<file path="src/rtl/fxp_mult_pkg.sv">
package fxp_mult_pkg;

    typedef enum logic [1:0] {
        ST_IDLE = 2'd0,
        ST_RUN  = 2'd1,
        ST_PACK = 2'd2
    } mult_state_e;

endpackage

</file>
<file path="src/rtl/fxp_mult_ctrl.sv">
module fxp_mult_ctrl
    import fxp_mult_pkg::*;
#(
    parameter int ITERS = 31
) (
    input  logic        clk,
    input  logic        rst_n,
    input  logic        start,
    output logic        load,
    output logic        step,
    output logic        pack,
    output mult_state_e state
);
    localparam int CNT_W = (ITERS > 1) ? $clog2(ITERS) : 1;
    localparam logic [CNT_W-1:0] LAST = CNT_W'(ITERS - 1);

    mult_state_e      state_q, state_d;
    logic [CNT_W-1:0] cnt_q;

    // Next-state logic
    always_comb begin
        state_d = state_q;
        unique case (state_q)
            ST_IDLE: if (start) state_d = ST_RUN;
            ST_RUN:  if (cnt_q == LAST) state_d = ST_PACK;
            ST_PACK: state_d = ST_IDLE;
            default: state_d = ST_IDLE;
        endcase
    end

    // State register and iteration counter
    always_ff @(posedge clk or negedge rst_n) begin
        if (!rst_n) begin
            state_q <= ST_IDLE;
            cnt_q   <= '0;
        end else begin
            state_q <= state_d;
            if (state_q == ST_RUN) cnt_q <= cnt_q + 1'b1;
            else                   cnt_q <= '0;
        end
    end

    // Output decode
    always_comb begin
        load = 1'b0;
        step = 1'b0;
        pack = 1'b0;
        unique case (state_q)
            ST_IDLE: load = start;
            ST_RUN:  step = 1'b1;
            ST_PACK: pack = 1'b1;
            default: ;
        endcase
    end

    assign state = state_q;

    AST_RUN_NOT_CUT: assert property (@(posedge clk) disable iff (!rst_n)
        (state_q == ST_RUN && cnt_q != LAST) |=> state_q == ST_RUN);
    AST_PACK_SINGLE: assert property (@(posedge clk) disable iff (!rst_n)
        state_q == ST_PACK |=> state_q == ST_IDLE);

endmodule

</file>
<file path="src/rtl/fxp_mult_datapath.sv">
module fxp_mult_datapath #(
    parameter int Q = 15,
    parameter int N = 32
) (
    input  logic         clk,
    input  logic         rst_n,
    input  logic         load,
    input  logic         step,
    input  logic         pack,
    input  logic [N-1:0] op_a,
    input  logic [N-1:0] op_b,
    output logic [N-1:0] result,
    output logic         overflow,
    output logic         done
);
    localparam int M     = N - 1;
    localparam int ACC_W = 2 * M;
    localparam int HI_LO = Q + M;

    logic [ACC_W-1:0] mcand_sh;
    logic [M-1:0]     mplr;
    logic [ACC_W-1:0] acc;
    logic             sign_x;
    logic [M-1:0]     kept;
    logic             hi_any;

    assign kept   = acc[HI_LO-1:Q];
    assign hi_any = |acc[ACC_W-1:HI_LO];

    // Shift-add engine
    always_ff @(posedge clk or negedge rst_n) begin
        if (!rst_n) begin
            mcand_sh <= '0;
            mplr     <= '0;
            acc      <= '0;
            sign_x   <= 1'b0;
        end else if (load) begin
            mcand_sh <= {{(ACC_W-M){1'b0}}, op_a[M-1:0]};
            mplr     <= op_b[M-1:0];
            acc      <= '0;
            sign_x   <= op_a[N-1] ^ op_b[N-1];
        end else if (step) begin
            if (mplr[0]) acc <= acc + mcand_sh;
            mcand_sh <= mcand_sh << 1;
            mplr     <= mplr >> 1;
        end
    end

    // Output capture
    always_ff @(posedge clk or negedge rst_n) begin
        if (!rst_n) begin
            result   <= '0;
            overflow <= 1'b0;
            done     <= 1'b0;
        end else begin
            done <= pack;
            if (pack) begin
                result   <= {sign_x & (|kept), kept};
                overflow <= hi_any;
            end
        end
    end

    AST_DONE_PULSE: assert property (@(posedge clk) disable iff (!rst_n)
        done |=> !done);
    AST_ZERO_POS: assert property (@(posedge clk) disable iff (!rst_n)
        (result[N-2:0] == '0) |-> !result[N-1]);
    AST_HOLD: assert property (@(posedge clk) disable iff (!rst_n)
        !pack |=> ($stable(result) && $stable(overflow)));

endmodule

</file>
<file path="src/rtl/fxp_shift_mult.sv">
module fxp_shift_mult
    import fxp_mult_pkg::*;
#(
    parameter int Q = 15,
    parameter int N = 32
) (
    input  logic         clk,
    input  logic         rst_n,
    input  logic         start,
    input  logic [N-1:0] multiplicand,
    input  logic [N-1:0] multiplier,
    output logic [N-1:0] result,
    output logic         done,
    output logic         overflow
);
    localparam int M = N - 1;

    logic        load, step, pack;
    mult_state_e state;

    fxp_mult_ctrl #(.ITERS(M)) u_ctrl (
        .clk   (clk),
        .rst_n (rst_n),
        .start (start),
        .load  (load),
        .step  (step),
        .pack  (pack),
        .state (state)
    );

    fxp_mult_datapath #(.Q(Q), .N(N)) u_dp (
        .clk      (clk),
        .rst_n    (rst_n),
        .load     (load),
        .step     (step),
        .pack     (pack),
        .op_a     (multiplicand),
        .op_b     (multiplier),
        .result   (result),
        .overflow (overflow),
        .done     (done)
    );

    AST_DONE_IDLE: assert property (@(posedge clk) disable iff (!rst_n)
        done |-> state == ST_IDLE);

endmodule

</file>
<file path="config.mk">
export PLATFORM = sky130hd
export DESIGN_NAME = fxp_shift_mult
export DESIGN_NICKNAME = d
export VERILOG_FILES = /design/src/rtl/fxp_mult_pkg.sv /design/src/rtl/fxp_mult_ctrl.sv /design/src/rtl/fxp_mult_datapath.sv /design/src/rtl/fxp_shift_mult.sv
export SDC_FILE = /design/constraint.sdc
export NUM_CORES = 1
export LEC_CHECK = 0
export ABC_CLOCK_PERIOD_IN_PS = 2850
export BUFFER_PORTS_ARGS = -buffer_cell sky130_fd_sc_hd__buf_2
export CAP_MARGIN = 20
export CORE_ASPECT_RATIO = 0.5
export CORE_MARGIN = 1
export CORE_UTILIZATION = 56
export CTS_BUF_LIST = sky130_fd_sc_hd__clkbuf_8
export CTS_CLUSTER_DIAMETER = 150
export DETAILED_ROUTE_END_ITERATION = 6
export PLACE_DENSITY = 0.79
export SLEW_MARGIN = 10
export SYNTH_ARGS = -nofsm -noshare
export SYNTH_HDL_FRONTEND = slang
export SYNTH_HIERARCHICAL = 1
export SYNTH_SLANG_ARGS = --single-unit
</file>
<file path="constraint.sdc">
create_clock -name clk -period 2.85 [get_ports clk]
set_input_delay 0.285 -clock clk [delete_from_list [all_inputs] [get_ports clk]]
set_output_delay 0.285 -clock clk [all_outputs]
set_load 0.01 [all_outputs]
</file>
==> impl_metrics.tcl, run 1 <==
set metrics [dict create \
    dpl-instance-area_mm2 0.0139 \
    die_height_um 105 \
    n_fill_cell 1297 \
    dieArea_mm2 0.0216 \
    arrival_ns 3.61 \
    worstPathRequired_ns 3.33 \
    grt_first_pass_wirelength_mm 55.2 \
    grt_max_degree 124 \
    row_count 37 \
    maxCapViolCount 0 \
    crit_family "compound AO/OA/AOI/OAI gates" \
    hold_ws_ns 0.0282 \
    viasPerCell 5.90 \
    drt_wl_total_mm 35.5 \
    synth_top_cell_by_area "dfrtp_1" \
    slew_viol_final 0 \
    startpoint_type "flip-flop" \
    io_buffers 100 \
    vias 11300 \
    outcome "finished, violations left" \
    dr.pass1.iters 7 \
    violations "design-rule violations, negative setup slack" \
    setup_ws_ns -0.288 \
    path_cells "ha_2 -> inv_2 -> fa_2 -> nor2b_4 -> o2111ai_4 -> a21oi_2 -> o2111a_1 -> buf_6 -> o21ai_4 -> a21oi_4 -> o221ai_4 -> o31a_1 -> or4_1 -> nand3_1" \
    p_leak_nw 8.25 \
    ff_latch_area_mm2 0.00493 \
    worst-path-buf-inv 2 \
    clk_pin_slew_ns 0.11 \
    hpwl_mm 22.7 \
    fin_util 0.782 \
    synth_area_leaders "dfrtp_1 42%, mux2i_1 8.0%, ha_1 6.7%" \
    crit_fanout 4 \
    cts_tree "yes" \
    synth_seq_area_share 0.419 \
    rsz0062_at_grt "yes" \
    irDropWorstVdd_uv 571 \
    design.core.area_mm2 0.0206 \
    drt_iter0_markers 1032 \
    cp_slowest_cell "or4_1" \
    ant_nets 0 \
    synth-main-ff-cell "dfrtp_1" \
    place.gp.congestion 0.950 \
    synth_cells 1275 \
    fin_worst_skew_ns 0.0193 \
    fp.dieW_um 207 \
    multi_input_area_mm2 0.00726 \
    layout.nets 1755 \
    end_kind "flip-flop" \
    cts_made_buffers 17 \
    hold_viol 0 \
    layout_worst_path_cycle_share 1.10 \
    async_flop_share 1.00 \
    fin_area_mm2 0.0161 \
    yosys_warnings 6 \
    start_util 0.573 \
    synth_area_per_cell_um2 9.23 \
    ys_types 74 \
    drt-wirelength-per-cell_um 18.6 \
    clk_path_buf_depth 2 \
    drc_errors 4 \
    io_pins 101 \
    slew_headroom 0.460 \
    setup_viol 23 \
    fin_cells 1911 \
    synth-seq-cells 197 \
    cts_sinks 197 \
    hold_path_class "in -> reg" \
    syn_nets 1406 \
    grt_pass1_vias 11100 \
    gr-usage-all-layers 0.319 \
    synth_top_area_frac 0.419 \
    netlist_area_mm2 0.0118 \
    h-tree-depth 4 \
    antenna_found_initial 1 \
    synth-edff-count 0 \
    post-route-min-period_ns 3.14 \
    area_delta_synth_final_pct 36.6 \
    clk_latency_ns 0.53 \
    grt-ovfl-total 0 \
    power.density_mw_per_mm2 1060 \
    crit_type "reg -> reg" \
    max_slew.worst_pin.slew_ns 0.801 \
    fmax_mhz 319 \
    slowest_delay_ns 0.40 \
    fin_setup_tns_ns -2.48 \
    layout-drive-gt1-share 0.325 \
    placed_cells_incl_taps 1778 \
    root_buffer "clkbuf_8" \
]
==> timing repair <==
item | CTS | global route
setup buffers | 23 | 23
resized for setup | 78 | 105
cloned | 0 | 0
pin swaps | 34 | 49
endpoints found under the hold margin | 113 | 0
hold buffers | 62 | 0
setup endpoints to repair | 35 | 43
==> metal layers <==
metal  part of all wire  GRT usage
met5                  0          0
met4              0.031      0.134
met2               0.47      0.523
met1               0.43      0.416
met3              0.064     0.0655
==> where the power goes <==
part / switching [W] / internal, W / total, W
clock: 0.00110 / 0.000710 / 0.00181
sequential: 0.000782 / 0.00376 / 0.00454
combinational: 0.00553 / 0.00509 / 0.0106
total: 0.00741 / 0.00956 / 0.0170
==> sequential cells by signal, indices dropped and copies added, names as in the netlist <==
signal and count:
u_dp/acc 62, u_dp/mcand_sh 62, u_dp/result 32, u_dp/mplr 31, u_ctrl/cnt_q 5, u_ctrl/state 2, u_dp/done 1, u_dp/overflow 1
u_dp/sign_x 1
==> cell usage after synthesis, drive strengths merged (4+ instances only) <==
master  count
nand3      30
xor2       12
a21boi      7
and2       10
o21a        5
a31oi       8
nand2b      4
or3         7
mux2       32
a21o       39
o21ai     118
nand2     187
dfrtp     197
a21oi     116
o211ai      4
ha         63
nand3b      9
o31ai       8
nor3       15
xnor2      30
nor2b       8
inv        26
clkbuf     50
and3        8
mux2i      94
nor2       74
a211oi      5
buf        23
o21bai     12
nor4       11
nand4      17
==> worst paths after layout <==
check	from	end	slack, ns	cells after the start
worst max register to register	u_dp/acc[0]$_DFFE_PN0P_	u_dp/acc[46]$_DFFE_PN0P_	-0.29	14
worst min-delay path	multiplier[17]	u_dp/mplr[17]$_DFFE_PN0P_	0.03	3
min in group asynchronous	rst_n	u_dp/acc[30]$_DFFE_PN0P_	0.27	2
worst min register to register	u_ctrl/cnt_q[0]$_DFF_PN0_	u_ctrl/cnt_q[0]$_DFF_PN0_	0.50	1
max in group asynchronous	rst_n	u_dp/mplr[12]$_DFFE_PN0P_	1.81	3
worst max-delay path	u_dp/acc[0]$_DFFE_PN0P_	u_dp/acc[46]$_DFFE_PN0P_	-0.29	14
==> metrics by stage <==
step,total power (W),worst slack [ns]
CTS,0.0158,-0.200
floorplan,0.00976,-0.0187
global placement,0.0130,-0.317
global route,0.0180,-0.433
detailed placement,0.0133,-0.444
finish,0.0170,-0.288
==> worst min-delay path, cell delays in order <==
cell     delay, ns
buf_2         0.09
nand2_1       0.06
o21ai_0       0.08
==> cell usage in the layout, fill, tap and decap left out, types with 12 or more instances in the layout <==
cell and instances:
buf_6 16, o21ai_1 21, clkbuf_8 18, nand3_1 26
xnor2_1 24, ha_4 16, o21ai_0 86, o21bai_1 12
a21o_1 38, mux2_2 31, nand4_1 16, dfrtp_1 197
nor3_1 12, buf_2 99, a21oi_2 24, dlygate4sd3_1 62
buf_4 220, a21oi_1 88, inv_1 25, nor2_1 68
nand2_1 185, ha_1 45, mux2i_1 94
==> kinds of logic after synthesis <==
| family | Yosys count | share of synthesized area |
|---|---|---|
| AO/OA/AOI/OAI | 352 | 0.180 |
| XOR/XNOR | 42 | 0.0312 |
| adder cells (fa/ha/maj) | 64 | 0.0687 |
| buffers and inverters | 100 | 0.0344 |
| flip-flops | 197 | 0.419 |
| multiplexers | 126 | 0.111 |
| AND/OR/NAND/NOR | 394 | 0.157 |
==> layout make-up <==
class | count | share of cell area
Multi-Input combinational cell | 978 | 0.452
Clock inverter | 15 | 0.00895
Tap cell | 273 | 0.0212
Sequential cell | 197 | 0.307
Timing Repair Buffer | 403 | 0.190
Antenna cell | 1 | 0.000156
Clock buffer | 17 | 0.0146
Inverter | 27 | 0.00646
(Power assumes the default switching activity.)
==> run 2, diff against run 1 <==
--- a/config.mk
+++ b/config.mk
@@ -15,6 +15,7 @@
 export CTS_CLUSTER_DIAMETER = 150
 export DETAILED_ROUTE_END_ITERATION = 6
 export PLACE_DENSITY = 0.79
+export RECOVER_POWER = 50
 export SLEW_MARGIN = 10
 export SYNTH_ARGS = -nofsm -noshare
 export SYNTH_HDL_FRONTEND = slang
==> run 2 against run 1 <==
Hold slack is essentially flat; sequential power is essentially flat; global-route usage is the same; clock skew is essentially flat; via count is essentially flat; total power is essentially flat; register-to-register slack is essentially flat; the run ends with negative setup slack left.
==> impl_metrics.tcl, run 2 (synthesis gave the netlist of run 1 again) <==
set metrics [dict create \
    drt_iter0_markers 1025 \
    vias 11300 \
    crit_type "reg -> reg" \
    arrival_ns 3.61 \
    hpwl_mm 22.7 \
    clk_path_buf_depth 2 \
    post-route-min-period_ns 3.14 \
    gr-usage-all-layers 0.319 \
    layout_worst_path_cycle_share 1.10 \
    place.gp.congestion 0.950 \
    final_common_cell "buf_4" \
    clk_latency_ns 0.53 \
    clkPwrFrac 0.107 \
    grt_max_degree 124 \
    cp_slowest_cell "or4_1" \
    layout_common_cells "218 x buf_4, 197 x dfrtp_1, 185 x nand2_1, 99 x buf_2, 94 x mux2i_1" \
    dr.pass1.iters 7 \
    layout-drive-gt1-share 0.324 \
    combPwrFrac 0.626 \
    fmax_mhz 319 \
    power.density_mw_per_mm2 1060 \
    p_leak_nw 8.23 \
    outcome "finished, violations left" \
    dieArea_mm2 0.0216 \
    max_slew.worst_pin.slew_ns 1.35 \
    violations "negative setup slack" \
    hold_viol 0 \
    setup_viol 24 \
    antenna_found_initial 1 \
    drc_errors 0 \
    viasPerCell 5.90 \
    root_buffer "clkbuf_8" \
    layout.nets 1755 \
    grt_first_pass_wirelength_mm 55.2 \
    power.total_w 0.0170 \
    seqPwrFrac 0.268 \
    end_kind "flip-flop" \
    slew_viol_final 0 \
    p_int_w 0.00955 \
    top_regs "u_dp/acc x62, u_dp/mcand_sh x62, u_dp/result x32" \
    ff_latch_area_mm2 0.00493 \
    worstHoldPathCells 3 \
    switching_share 0.437 \
    worstPathRequired_ns 3.32 \
    io_buffers 100 \
    hold_end "u_dp/mplr[17]$_DFFE_PN0P_" \
    slowest_delay_ns 0.39 \
    path_cells "ha_2 -> inv_2 -> fa_2 -> nor2b_4 -> o2111ai_4 -> a21oi_2 -> o2111a_1 -> buf_6 -> o21ai_4 -> a21oi_4 -> o221ai_4 -> o31a_1 -> or4_1 -> nand3_1" \
    row_count 37 \
    rsz0062_at_grt "yes" \
    cts_tree "yes" \
    r2r_start "u_dp/acc[0]$_DFFE_PN0P_" \
    ant_nets 0 \
    irDropWorstVdd_uv 571 \
    design.core.area_mm2 0.0206 \
    clk_pin_slew_ns 0.11 \
    r2r-end "u_dp/acc[46]$_DFFE_PN0P_" \
    grt-ovfl-total 0 \
    power.switching_w 0.00741 \
    rr_worst_depth 14 \
    hold_path_class "in -> reg" \
    slew_headroom 0.0969 \
    cts_sinks 197 \
    die_height_um 105 \
    start_util 0.573 \
    multi_input_area_mm2 0.00726 \
    area_delta_synth_final_pct 36.2 \
    setup_ws_ns -0.286 \
    h-tree-depth 4 \
    fin_worst_skew_ns 0.0194 \
    rrSetupSlack_ns -0.29 \
    hold_ws_ns 0.0284 \
    crit_fanout 4 \
    drt-wirelength-per-cell_um 18.6 \
    io_pins 101 \
    startpoint_type "flip-flop" \
    fin_util 0.780 \
    n_fill_cell 1302 \
    maxCapViolCount 0 \
    hp-start "multiplier[17]" \
    drt_wl_total_mm 35.5 \
    cts_made_buffers 17 \
    grt_pass1_vias 11100 \
    fp.dieW_um 207 \
]
[run 2: cell count changes in the layout (fill, tap and decap cells not counted), sizes merged]
cell	before	now
clkbuf	18	22
buf	340	336
[run 2: cell type report]
class                           instances  share of cell area
Antenna cell                            1            0.000156
Clock buffer                           17              0.0146
Clock inverter                         15             0.00897
Inverter                               27             0.00647
Multi-Input combinational cell        978               0.453
Sequential cell                       197               0.307
Tap cell                              273              0.0213
Timing Repair Buffer                  403               0.188
[run 2: what timing repair did]
action                     in CTS  in global routing
gates resized for setup        78                105
setup buffers                  23                 23
hold buffers                   62                  0
hold endpoints to repair      113                  0
setup endpoints to repair      35                 43
pin swaps                      34                 49
[run 2: worst max-delay path by stage]
stage	startpoint	end	slack, ns	cells after the start
after CTS	u_dp/acc[0]$_DFFE_PN0P_	u_dp/acc[46]$_DFFE_PN0P_	-0.20	14
after floorplan	u_dp/acc[29]$_DFFE_PN0P_	u_dp/acc[61]$_DFFE_PN0P_	-0.02	11
after detailed placement	u_dp/acc[0]$_DFFE_PN0P_	u_dp/acc[58]$_DFFE_PN0P_	-0.44	14
final	u_dp/acc[0]$_DFFE_PN0P_	u_dp/acc[46]$_DFFE_PN0P_	-0.29	14
after global routing	u_dp/acc[0]$_DFFE_PN0P_	u_dp/acc[46]$_DFFE_PN0P_	-0.43	14
after global placement	u_dp/mcand_sh[0]$_DFFE_PN0P_	u_dp/acc[46]$_DFFE_PN0P_	-0.32	14
[run 2: worst max-delay path: cells and delay by family (launching register included)]
| family | cells | cell delay, ns |
|---|---|---|
| flops | 1 | 0.37 |
| simple gates | 3 | 0.65 |
| compound gates | 7 | 1.31 |
| buf+inv | 2 | 0.17 |
| fa+ha+maj | 2 | 0.57 |
[run 2: power by group through the flow]
stage                     clock [W]  sequential [W]  combinational (W)
after floorplan                   0         0.00437            0.00539
after CTS                   0.00185         0.00448            0.00948
after detailed placement          0         0.00448            0.00880
after global routing        0.00194         0.00463             0.0114
final                       0.00181         0.00454             0.0106
after global placement            0         0.00442            0.00856
[run 2: per-stage QoR]
step / cell area [µm²] / std cells / worst slack, ns / setup TNS [ns]
2_1_floorplan: 11800 / 1275 / -0.0187 / -0.0187
3_3_place_gp: 13900 / 1778 / -0.317 / -2.57
3_5_place_dp: 13900 / 1778 / -0.444 / -4.76
4_1_cts: 15400 / 1893 / -0.200 / -0.976
5_1_grt: 16000 / 1911 / -0.433 / -6.32
6_report: 16000 / 1911 / -0.286 / -2.40
[run 2: layer usage]
| layer | global-route usage | share of wire | up-vias |
|---|---|---|---|
| met2 | 0.523 | 0.47 | 465 |
| met4 | 0.134 | 0.033 | 0 |
| met3 | 0.0655 | 0.067 | 112 |
| met1 | 0.416 | 0.43 | 5444 |
| met5 | 0 | 0 | - |
| li1 | - | - | 5248 |
